## config.mk

```make
export PLATFORM = sky130hd
export DESIGN_NAME = ovf_irq_regs
export DESIGN_NICKNAME = d
export VERILOG_FILES = /design/src/rtl/ovf_irq_pkg.sv /design/src/rtl/ovf_status_bank.sv /design/src/rtl/ovf_mask_reg.sv /design/src/rtl/ovf_irq_drive.sv /design/src/rtl/ovf_irq_regs.sv
export SDC_FILE = /design/constraint.sdc
export NUM_CORES = 1
export LEC_CHECK = 0
export ABC_AREA = 1
export BUFFER_PORTS_ARGS = -buffer_cell sky130_fd_sc_hd__buf_4
export CAP_MARGIN = 30
export CORE_MARGIN = 3
export CORE_UTILIZATION = 30
export CTS_BUF_LIST = sky130_fd_sc_hd__clkbuf_4 sky130_fd_sc_hd__clkbuf_8
export DETAILED_ROUTE_END_ITERATION = 10
export SLEW_MARGIN = 20
export SYNTH_ARGS = -nofsm -noshare
export SYNTH_HDL_FRONTEND = slang
export SYNTH_SLANG_ARGS = --single-unit
```

## constraint.sdc

```tcl
create_clock -name clk_i -period 2.4 [get_ports clk_i]
set_input_delay 0.12 -clock clk_i [delete_from_list [all_inputs] [get_ports clk_i]]
set_output_delay 0.12 -clock clk_i [all_outputs]
set_load 0.01 [all_outputs]
```

## src/rtl/ovf_irq_pkg.sv

```systemverilog
package ovf_irq_pkg;
  localparam int unsigned NUM_CH      = 4;
  localparam int unsigned DATA_W      = 8;
  localparam int unsigned ADDR_W      = 2;
  localparam int unsigned ADDR_STATUS = 0;
  localparam int unsigned ADDR_MASK   = 1;
endpackage

```

## src/rtl/ovf_status_bank.sv

```systemverilog
module ovf_status_bank #(
  parameter int unsigned NUM_CH = ovf_irq_pkg::NUM_CH
) (
  input  logic              clk_i,
  input  logic              rst_ni,
  input  logic [NUM_CH-1:0] evt_i,
  input  logic              clr_i,
  output logic [NUM_CH-1:0] st_o
);
  logic [NUM_CH-1:0] st_q, st_d;

  // active low; clear first, then a new event wins
  for (genvar k = 0; k < NUM_CH; k++) begin : g_bit
    always_comb begin
      st_d[k] = clr_i ? 1'b1 : st_q[k];
      if (evt_i[k]) st_d[k] = 1'b0;
    end
  end

  always_ff @(posedge clk_i or negedge rst_ni) begin
    if (!rst_ni) st_q <= '1;
    else         st_q <= st_d;
  end

  assign st_o = st_q;
endmodule

```

## src/rtl/ovf_mask_reg.sv

```systemverilog
module ovf_mask_reg #(
  parameter int unsigned NUM_CH = ovf_irq_pkg::NUM_CH
) (
  input  logic              clk_i,
  input  logic              rst_ni,
  input  logic              we_i,
  input  logic [NUM_CH-1:0] wd_i,
  output logic [NUM_CH-1:0] mask_o
);
  logic [NUM_CH-1:0] mask_q;

  always_ff @(posedge clk_i or negedge rst_ni) begin
    if (!rst_ni)   mask_q <= '1;
    else if (we_i) mask_q <= wd_i;
  end

  assign mask_o = mask_q;
endmodule

```

## src/rtl/ovf_irq_drive.sv

```systemverilog
module ovf_irq_drive #(
  parameter int unsigned NUM_CH = ovf_irq_pkg::NUM_CH
) (
  input  logic [NUM_CH-1:0] st_i,
  input  logic [NUM_CH-1:0] mask_i,
  output logic              irq_n_o,
  output logic              irq_oe_o
);
  logic [NUM_CH-1:0] req;

  for (genvar k = 0; k < NUM_CH; k++) begin : g_req
    assign req[k] = ~st_i[k] & mask_i[k];
  end

  assign irq_oe_o = |req;
  assign irq_n_o  = ~(|req);
endmodule

```

## src/rtl/ovf_irq_regs.sv

```systemverilog
module ovf_irq_regs #(
  parameter int unsigned NUM_CH      = ovf_irq_pkg::NUM_CH,
  parameter int unsigned DATA_W      = ovf_irq_pkg::DATA_W,
  parameter int unsigned ADDR_W      = ovf_irq_pkg::ADDR_W,
  parameter int unsigned ADDR_STATUS = ovf_irq_pkg::ADDR_STATUS,
  parameter int unsigned ADDR_MASK   = ovf_irq_pkg::ADDR_MASK
) (
  input  logic              clk_i,
  input  logic              rst_ni,
  input  logic [NUM_CH-1:0] ovf_evt_i,
  input  logic              rd_en_i,
  input  logic              wr_en_i,
  input  logic [ADDR_W-1:0] addr_i,
  input  logic [DATA_W-1:0] wr_data_i,
  output logic [DATA_W-1:0] rd_data_o,
  output logic              irq_n_o,
  output logic              irq_oe_o
);
  localparam int unsigned PAD_W = DATA_W - NUM_CH;
  localparam logic [ADDR_W-1:0] A_ST = ADDR_W'(ADDR_STATUS);
  localparam logic [ADDR_W-1:0] A_MK = ADDR_W'(ADDR_MASK);

  logic [NUM_CH-1:0] st_q, mask_q;
  logic st_clr, mask_we;

  assign st_clr  = rd_en_i && (addr_i == A_ST);
  assign mask_we = wr_en_i && (addr_i == A_MK);

  ovf_status_bank #(.NUM_CH(NUM_CH)) u_stat (
    .clk_i (clk_i),
    .rst_ni(rst_ni),
    .evt_i (ovf_evt_i),
    .clr_i (st_clr),
    .st_o  (st_q)
  );

  ovf_mask_reg #(.NUM_CH(NUM_CH)) u_mask (
    .clk_i (clk_i),
    .rst_ni(rst_ni),
    .we_i  (mask_we),
    .wd_i  (wr_data_i[NUM_CH-1:0]),
    .mask_o(mask_q)
  );

  ovf_irq_drive #(.NUM_CH(NUM_CH)) u_irq (
    .st_i    (st_q),
    .mask_i  (mask_q),
    .irq_n_o (irq_n_o),
    .irq_oe_o(irq_oe_o)
  );

  // reserved and unmapped bits read as ones
  always_comb begin
    rd_data_o = '1;
    if (addr_i == A_ST)      rd_data_o = {{PAD_W{1'b1}}, st_q};
    else if (addr_i == A_MK) rd_data_o = {{PAD_W{1'b1}}, mask_q};
  end
endmodule

```

Word-level counts from Yosys, hierarchy flattened
Cells that the tools add are included.

Register bits after elaboration: 8. Output and inout port bits: 10. Logic and storage cells: 30.

Eq/ne operators: 1. Multiplexer cells: 7. Bitwise operators: 9. Reductions and logical operators: 8.

Operator list (number): $mux 4 (2); $reduce_bool 2->1 (4); $mux 1 (5); $not 1->1 (5); $and 1x1->1 (4); $reduce_or 4->1 (1); $eq 2x1->1 const B (1); $logic_and 1x1->1 (2); $logic_not 2->1 (1).

Longest topological paths before layout
Gate-level depths: netlist of run 1.

Word-level depth: 4. Gate-level depth with buffers: 5. Gate-level depth less buffers: 5.

Cells and area by module
A second synthesis of run 1 with hierarchy kept.

Cell total of the unflattened synthesis: 64. Area, all modules: 449.2 um^2.

Modules (own cells, without submodules): ovf_mask_reg (instances 1, cells an instance 17, area an instance 153.9 um^2); ovf_status_bank (instances 1, cells an instance 12, area an instance 135.1 um^2); ovf_irq_regs (instances 1, cells an instance 21, area an instance 107.6 um^2); ovf_irq_drive (instances 1, cells an instance 14, area an instance 52.6 um^2).

Least setup slack after synthesis of run 1
OpenSTA, ideal clock, no wires.

Path kind: register -> output. From: register u_stat.st_q[0], in the netlist u_stat.st_o[0]. To: output irq_oe_o. Arrival time: 0.947 ns. Required time: 2.280 ns. Path slack: 1.333 ns. Stages on the path, launching flop included: 6. Path buffers: 0. Cells stage by stage: dfstp_2 inv_1 nand2_1 nand2_1 nor2_1 inv_1.

Cells in the longest elaborated chain, start to end: 3.

RTL lines: start: declaration (line ovf_status_bank.sv:10) `logic [NUM_CH-1:0] st_q, st_d;`; start signal: assignment (line ovf_status_bank.sv:22) `else st_q <= st_d;`; $not 1->1 (line ovf_irq_drive.sv:12) `assign req[k] = ~st_i[k] & mask_i[k];`; $and 1x1->1 (line ovf_irq_drive.sv:12); $reduce_or 4->1 (line ovf_irq_drive.sv:15) `assign irq_oe_o = |req;`; end: declaration (line ovf_irq_regs.sv:17) `output logic irq_oe_o`.

No other way between the ends.

Final worst setup path of run 1
Same ends and word-level chain as after synthesis.

==> results of run 1 <==
through the flow:
step                      utilization [%]  std cells  hold WS, ns  setup WS [ns]
after floorplan                         -         58     -0.02784          1.333
final                               48.87         96      0.08954          1.011
after global placement              43.43         88       0.1322          1.298
after CTS                           48.87         96      0.08698          1.014
after global routing                48.87         96      0.08032         0.9005
after detailed placement            43.43         88       0.1347          1.293
flip-flops by register name, summed over array words and instances (netlist names):
register / count
u_mask.mask_o: 4
u_stat.st_o: 4
cells by family (layout without fill, tap and decap cells):
| group | count (synthesis) | count (layout) |
|---|---|---|
| AOI/OAI and AO/OA | 12 | 12 |
| buffers and inverters | 11 | 34 |
| DFF | 8 | 8 |
| other | 1 | 4 |
| and+or+nand+nor | 23 | 23 |
critical path, stage by stage (launching register included):
cell and delay [ns]:
sky130_fd_sc_hd__dfstp_2 0.51, sky130_fd_sc_hd__inv_1 0.05, sky130_fd_sc_hd__nand2_1 0.06, sky130_fd_sc_hd__nand2_1 0.05, sky130_fd_sc_hd__nor2_1 0.16, sky130_fd_sc_hd__inv_1 0.05
sky130_fd_sc_hd__buf_4 0.14
timing repair:
item | in CTS | in global routing
gates resized for setup | 0 | 0
hold buffers | 5 | 0
hold endpoints to repair | 12 | 0
area by class of cell:
cell class                 count  area [um^2]
multi-input combinational     39        181.4
timing repair buffer          24        192.7
tap                           15        18.77
inverter                       7        26.28
fill                         144        681.9
sequential                     8        210.2
clock buffer                   3        22.52
cell usage after synthesis:
library cell	n	area [um^2]
sky130_fd_sc_hd__nand2_1	15	56.30
sky130_fd_sc_hd__a21oi_1	8	40.04
sky130_fd_sc_hd__dfstp_2	8	210.2
sky130_fd_sc_hd__inv_1	6	22.52
sky130_fd_sc_hd__buf_4	4	30.03
sky130_fd_sc_hd__nand3_1	4	20.02
sky130_fd_sc_hd__o21ai_0	4	20.02
sky130_fd_sc_hd__nor2_1	2	7.510
sky130_fd_sc_hd__conb_1	1	3.750
sky130_fd_sc_hd__inv_2	1	3.750
sky130_fd_sc_hd__nand2_4	1	11.26
sky130_fd_sc_hd__nor2_4	1	11.26
where the power goes:
group	switching, mW	internal (mW)	total, mW	leakage, nW
registers	0.00965	0.160	0.170	0.0834
clock network	0.0474	0.0573	0.105	0.0138
logic	0.0501	0.0511	0.101	0.224
layer usage:
metal	global-route usage (%)	up-vias	wire, um
li1	-	218	-
met1	14.68	183	447
met2	19.77	19	509
met3	8.943	4	128
met4	7.229	0	34
met5	0	-	0
worst max path at each step:
stage,end,slack [ns],cells past startpoint
final,irq_oe_o,1.01,6
after global routing,irq_oe_o,0.90,6
after CTS,irq_oe_o,1.01,6
after global placement,irq_oe_o,1.30,6
after floorplan,irq_oe_o,1.33,5
after detailed placement,irq_oe_o,1.29,6
==> impl_metrics.env, run 1 <==
export IMPL_cts_buffer_depth=2
export IMPL_synth_xor_xnor_area_share_pct=0
export IMPL_path_class="flip-flop to output pin"
export IMPL_seq_area_frac_synth_pct=48.14
export IMPL_slack_of_the_worst_reg_to_reg_path_ns=1.60
export IMPL_htree_levels=1
export IMPL_report_power_total_uw=375.6
export IMPL_crit_path_start_kind="flip-flop"
export IMPL_num_nets_final=101
export IMPL_postSynthRegisterBits=8
export IMPL_vias_in_the_first_global_route=403
export IMPL_yosys_warnings=0
export IMPL_vias=424
export IMPL_cp_startpoint="u_stat.st_o[0]$_DFFE_PN1P_"
export IMPL_mostFrequentLayoutCell="sky130_fd_sc_hd__buf_4"
export IMPL_static_leakage_power_nw=0.3215
export IMPL_layout_cell_area_non_filler_um2=651.9
export IMPL_tritoncts_buffers=3
export IMPL_hold_path_end="u_mask.mask_o[1]$_DFFE_PN1P_"
export IMPL_placed_standard_cell_area_um2=579.3
export IMPL_clock_sink_count=8
export IMPL_grt_max_degree=9
export IMPL_cts_tree="built"
export IMPL_synthAdderAreaFrac_pct=0
export IMPL_dominant_combinational_cell_family_by_area_after_synthesis="simple AND/OR/NAND/NOR gates"
export IMPL_wire_length_of_the_first_global_routing_pass_mm=1.787
export IMPL_post_route_drc=0
export IMPL_ir_drop_v=0.0003022
export IMPL_globalRoute_totalOverflow=0
export IMPL_worst_skew_pair_late_latency_ns=0.25
export IMPL_finalCriticalPeriod_ns=1.389
export IMPL_layout_drive_gt1_share_pct=40.74
export IMPL_replace_congestion=0.7361
export IMPL_antenna_left=0
export IMPL_syn_area_per_cell_um2=7.939
export IMPL_wire_length_reported_by_the_detailed_router_mm=1.120
export IMPL_die_width_um=44.15
export IMPL_maxCapViolations=0
export IMPL_type_of_element_capturing_the_critical_path="output pin"
export IMPL_finalCritPeriodShare_pct=57.88
export IMPL_pwr_density_cell_nw_per_um2=576.2
export IMPL_crit_reg2reg_launch="u_stat.st_o[1]$_DFFE_PN1P_"
export IMPL_core_area_um2=1334
export IMPL_die_y_um=44.15
export IMPL_place_hpwl_um=755.4
export IMPL_cp_max_fanout=3
export IMPL_setup_repair_after_global_routing_missed_its_margin="no"
export IMPL_drt_first_pass_iters=4
export IMPL_antenna_found_initial=0
export IMPL_synth_simple_gate_area_share_pct=24.36
export IMPL_num_antenna_cells=0
export IMPL_synth_cell_area_um2=436.7
export IMPL_final_setup_tns_ns=0
export IMPL_outcome="completed"
export IMPL_rr_endpoint="u_stat.st_o[1]$_DFFE_PN1P_"
export IMPL_synth_area_in_compound_gates_pct=13.75
export IMPL_start_util_pct=32.74
export IMPL_design_die_area_um2=1949
export IMPL_initialDrtViolationCount=11
export IMPL_worst_hold_path_num_cells=3
export IMPL_core_rows=13
export IMPL_groute_usage_overall_pct=13.49
export IMPL_postCtsSetupBuffers=0
export IMPL_critPathArrivalTime_ns=1.27
export IMPL_hp_start="wr_data_i[1]"
export IMPL_setup_viol=0
export IMPL_avg_vias_per_cell=4.417
export IMPL_detail_route_wl_per_cell_um=11.67
export IMPL_r2r_worst_path_cells=2
export IMPL_mostFrequentLayoutCells="sky130_fd_sc_hd__buf_4 (19), sky130_fd_sc_hd__nand2_1 (15), sky130_fd_sc_hd__a21oi_1 (8), sky130_fd_sc_hd__dfstp_2 (8), sky130_fd_sc_hd__inv_1 (6)"
export IMPL_postSynthCellCount=55
export IMPL_synthDistinctLibCells=12
export IMPL_worst_ep_required_time_ns=2.28
export IMPL_final_max_slew_viol_count=0
export IMPL_synthMuxAreaShare_pct=0
export IMPL_hold_path_class="input port to flip-flop"
export IMPL_root_buf_cell="sky130_fd_sc_hd__clkbuf_4"
export IMPL_flow_area_growth_from_synthesis_pct=49.28
export IMPL_worst_setup_hold_path_clk_slew_ns=0.05
export IMPL_placement_io_buffers=19
export IMPL_maxClockFrequency_mhz=719.9
export IMPL_timing_final_hold_violations=0
export IMPL_timing_clock_skew_ns=0
export IMPL_design_portCount=28
(Power assumes the default switching activity.)
==> run 2, diff against run 1 <==
==> constraint.sdc (replaced) <==
create_clock -name clk_i -period 1.2 [get_ports clk_i]
set_input_delay 0.06 -clock clk_i [delete_from_list [all_inputs] [get_ports clk_i]]
set_output_delay 0.06 -clock clk_i [all_outputs]
set_load 0.01 [all_outputs]
==> impl_metrics.env, run 2 (synthesis gave the netlist of run 1 again) <==
export IMPL_flow_area_growth_from_synthesis_pct=53.01
export IMPL_pwr_density_cell_nw_per_um2=1150
export IMPL_outcome="finished with violations"
export IMPL_maxClockFrequency_mhz=784.4
export IMPL_grt_max_degree=9
export IMPL_final_core_utilization_pct=50.09
export IMPL_switching_power_of_the_nets_uw=221.7
export IMPL_clock_sink_count=8
export IMPL_crit_path_start_kind="flip-flop"
export IMPL_critPathArrivalTime_ns=1.21
export IMPL_mostFrequentLayoutCell="sky130_fd_sc_hd__buf_4"
export IMPL_antenna_left=0
export IMPL_violations="setup timing"
export IMPL_num_antenna_cells=0
export IMPL_ir_drop_v=0.0006157
export IMPL_wire_length_reported_by_the_detailed_router_mm=1.159
export IMPL_post_route_worst_setup_slack_ns=-0.07491
export IMPL_final_setup_tns_ns=-0.1104
export IMPL_mostFrequentLayoutCells="sky130_fd_sc_hd__buf_4 (18), sky130_fd_sc_hd__nand2_1 (14), sky130_fd_sc_hd__a21oi_1 (8), sky130_fd_sc_hd__dfstp_2 (8)"
export IMPL_start_util_pct=32.74
export IMPL_hold_path_class="input port to flip-flop"
export IMPL_groute_usage_overall_pct=13.41
export IMPL_initialDrtViolationCount=7
export IMPL_post_route_drc=0
export IMPL_replace_congestion=0.7362
export IMPL_timing_clock_skew_ns=0
export IMPL_vias_in_the_first_global_route=402
export IMPL_num_nets_final=101
export IMPL_worst_setup_hold_path_clk_slew_ns=0.05
export IMPL_postCtsSetupBuffers=0
export IMPL_pwr_share_comb_pct=28.7
export IMPL_finished_layout_cells=96
export IMPL_worst_skew_pair_late_latency_ns=0.25
export IMPL_gr_met2_demand_resource_pct=19.77
export IMPL_power_share_switching_pct=28.84
export IMPL_vias=426
export IMPL_place_hpwl_um=755.4
export IMPL_setup_viol=2
export IMPL_cts_tree="built"
export IMPL_cp_max_fanout=3
export IMPL_static_leakage_power_nw=0.3250
export IMPL_core_rows=13
export IMPL_worst_ep_required_time_ns=1.14
export IMPL_placement_io_buffers=19
export IMPL_wire_length_of_the_first_global_routing_pass_mm=1.773
export IMPL_tritoncts_buffers=3
export IMPL_cts_buffer_depth=2
export IMPL_core_area_um2=1334
export IMPL_slack_of_the_worst_reg_to_reg_path_ns=0.40
export IMPL_die_width_um=44.15
export IMPL_final_max_slew_viol_count=0
export IMPL_design_die_area_um2=1949
export IMPL_path_class="flip-flop to output pin"
export IMPL_r2r_worst_path_cells=2
export IMPL_setup_repair_after_global_routing_missed_its_margin="yes"
export IMPL_met1_usage_pct=14.43
export IMPL_htree_levels=1
export IMPL_detail_route_wl_per_cell_um=12.07
export IMPL_internal_power_uw=547.0
export IMPL_avg_vias_per_cell=4.438
export IMPL_dp_cells=88
export IMPL_share_seq_of_total_power_pct=44.6
export IMPL_p_clk_share_pct=26.7
export IMPL_timing_final_hold_violations=0
export IMPL_finalCritPeriodShare_pct=106.2
export IMPL_antenna_found_initial=0
export IMPL_maxCapViolations=0
export IMPL_dpl_worst_slack_ns=0.1531
export IMPL_type_of_element_capturing_the_critical_path="output pin"
export IMPL_globalRoute_totalOverflow=0
export IMPL_design_portCount=28
export IMPL_worst_hold_path_num_cells=3
export IMPL_drt_first_pass_iters=2
export IMPL_finalCriticalPeriod_ns=1.275
export IMPL_die_y_um=44.15
export IMPL_grt_busiest_layer="met2"
export IMPL_global_route_usage_met3_pct=8.943
export IMPL_root_buf_cell="sky130_fd_sc_hd__clkbuf_4"
export IMPL_layout_drive_gt1_share_pct=50.62
-- run 2: changes by cell type in the layout (fill, tap and decap cells not counted), moves of 2 or more --
| cell | before | now |
|---|---|---|
| sky130_fd_sc_hd__inv_1 | 6 | 2 |
| sky130_fd_sc_hd__inv_2 | 1 | 5 |
| sky130_fd_sc_hd__o21ai_0 | 4 | 0 |
| sky130_fd_sc_hd__o21ai_1 | 0 | 2 |
| sky130_fd_sc_hd__o21ai_2 | 0 | 2 |
-- run 2: power by group through the flow --
stage	clock [mW]	sequential (mW)	combinational, mW
detailed placement	0	0.343	0.189
global placement	0	0.343	0.186
global route	0.230	0.348	0.246
finish	0.205	0.343	0.221
CTS	0.216	0.340	0.213
floorplan	0	0.337	0.100
-- run 2: final cells by class --
cell class | count | area [um^2]
timing repair buffer | 24 | 196.4
clock buffer | 3 | 22.52
fill | 141 | 665.6
inverter | 7 | 26.28
sequential | 8 | 210.2
multi-input combinational | 39 | 193.9
tap | 15 | 18.77
-- run 2: through the flow --
step / total power [mW] / area [um^2] / hold slack [ns]
3_3_place_gp: 0.5290 / 579.3 / 0.07225
2_1_floorplan: 0.4372 / 447.9 / -0.08784
3_5_place_dp: 0.5318 / 579.3 / 0.07474
5_1_grt: 0.8242 / 668.1 / 0.02032
6_report: 0.7686 / 668.1 / 0.03047
4_1_cts: 0.7694 / 658.1 / 0.02698
-- run 2: critical path, stage by stage (launching register included) --
cell and delay [ns]:
sky130_fd_sc_hd__dfstp_2 0.52, sky130_fd_sc_hd__inv_2 0.04, sky130_fd_sc_hd__nand2_1 0.05, sky130_fd_sc_hd__nand2_1 0.06, sky130_fd_sc_hd__nor2_2 0.12, sky130_fd_sc_hd__inv_1 0.06
sky130_fd_sc_hd__buf_6 0.11
-- run 2: repair_timing --
| item | CTS | global route |
|---|---|---|
| hold endpoints to repair | 12 | 0 |
| pin swaps | 2 | 2 |
| hold buffers | 5 | 0 |
| gates resized for setup | 6 | 7 |
| setup endpoints to repair | 5 | 6 |
-- run 2: final timing paths --
path / from / to
worst max-delay path: u_stat.st_o[2]$_DFFE_PN1P_ / irq_oe_o
min in group asynchronous: rst_ni / u_stat.st_o[3]$_DFFE_PN1P_
worst min-delay path: wr_data_i[1] / u_mask.mask_o[1]$_DFFE_PN1P_
max in group asynchronous: rst_ni / u_stat.st_o[1]$_DFFE_PN1P_
worst min register to register: u_mask.mask_o[2]$_DFFE_PN1P_ / u_mask.mask_o[2]$_DFFE_PN1P_
worst max register to register: u_stat.st_o[1]$_DFFE_PN1P_ / u_stat.st_o[1]$_DFFE_PN1P_
-- run 2: routing by layer --
layer	vias to the layer above	share of wire (%)
li1	218	-
met1	183	41
met2	21	46
met3	4	10
met4	0	2.9
met5	-	0
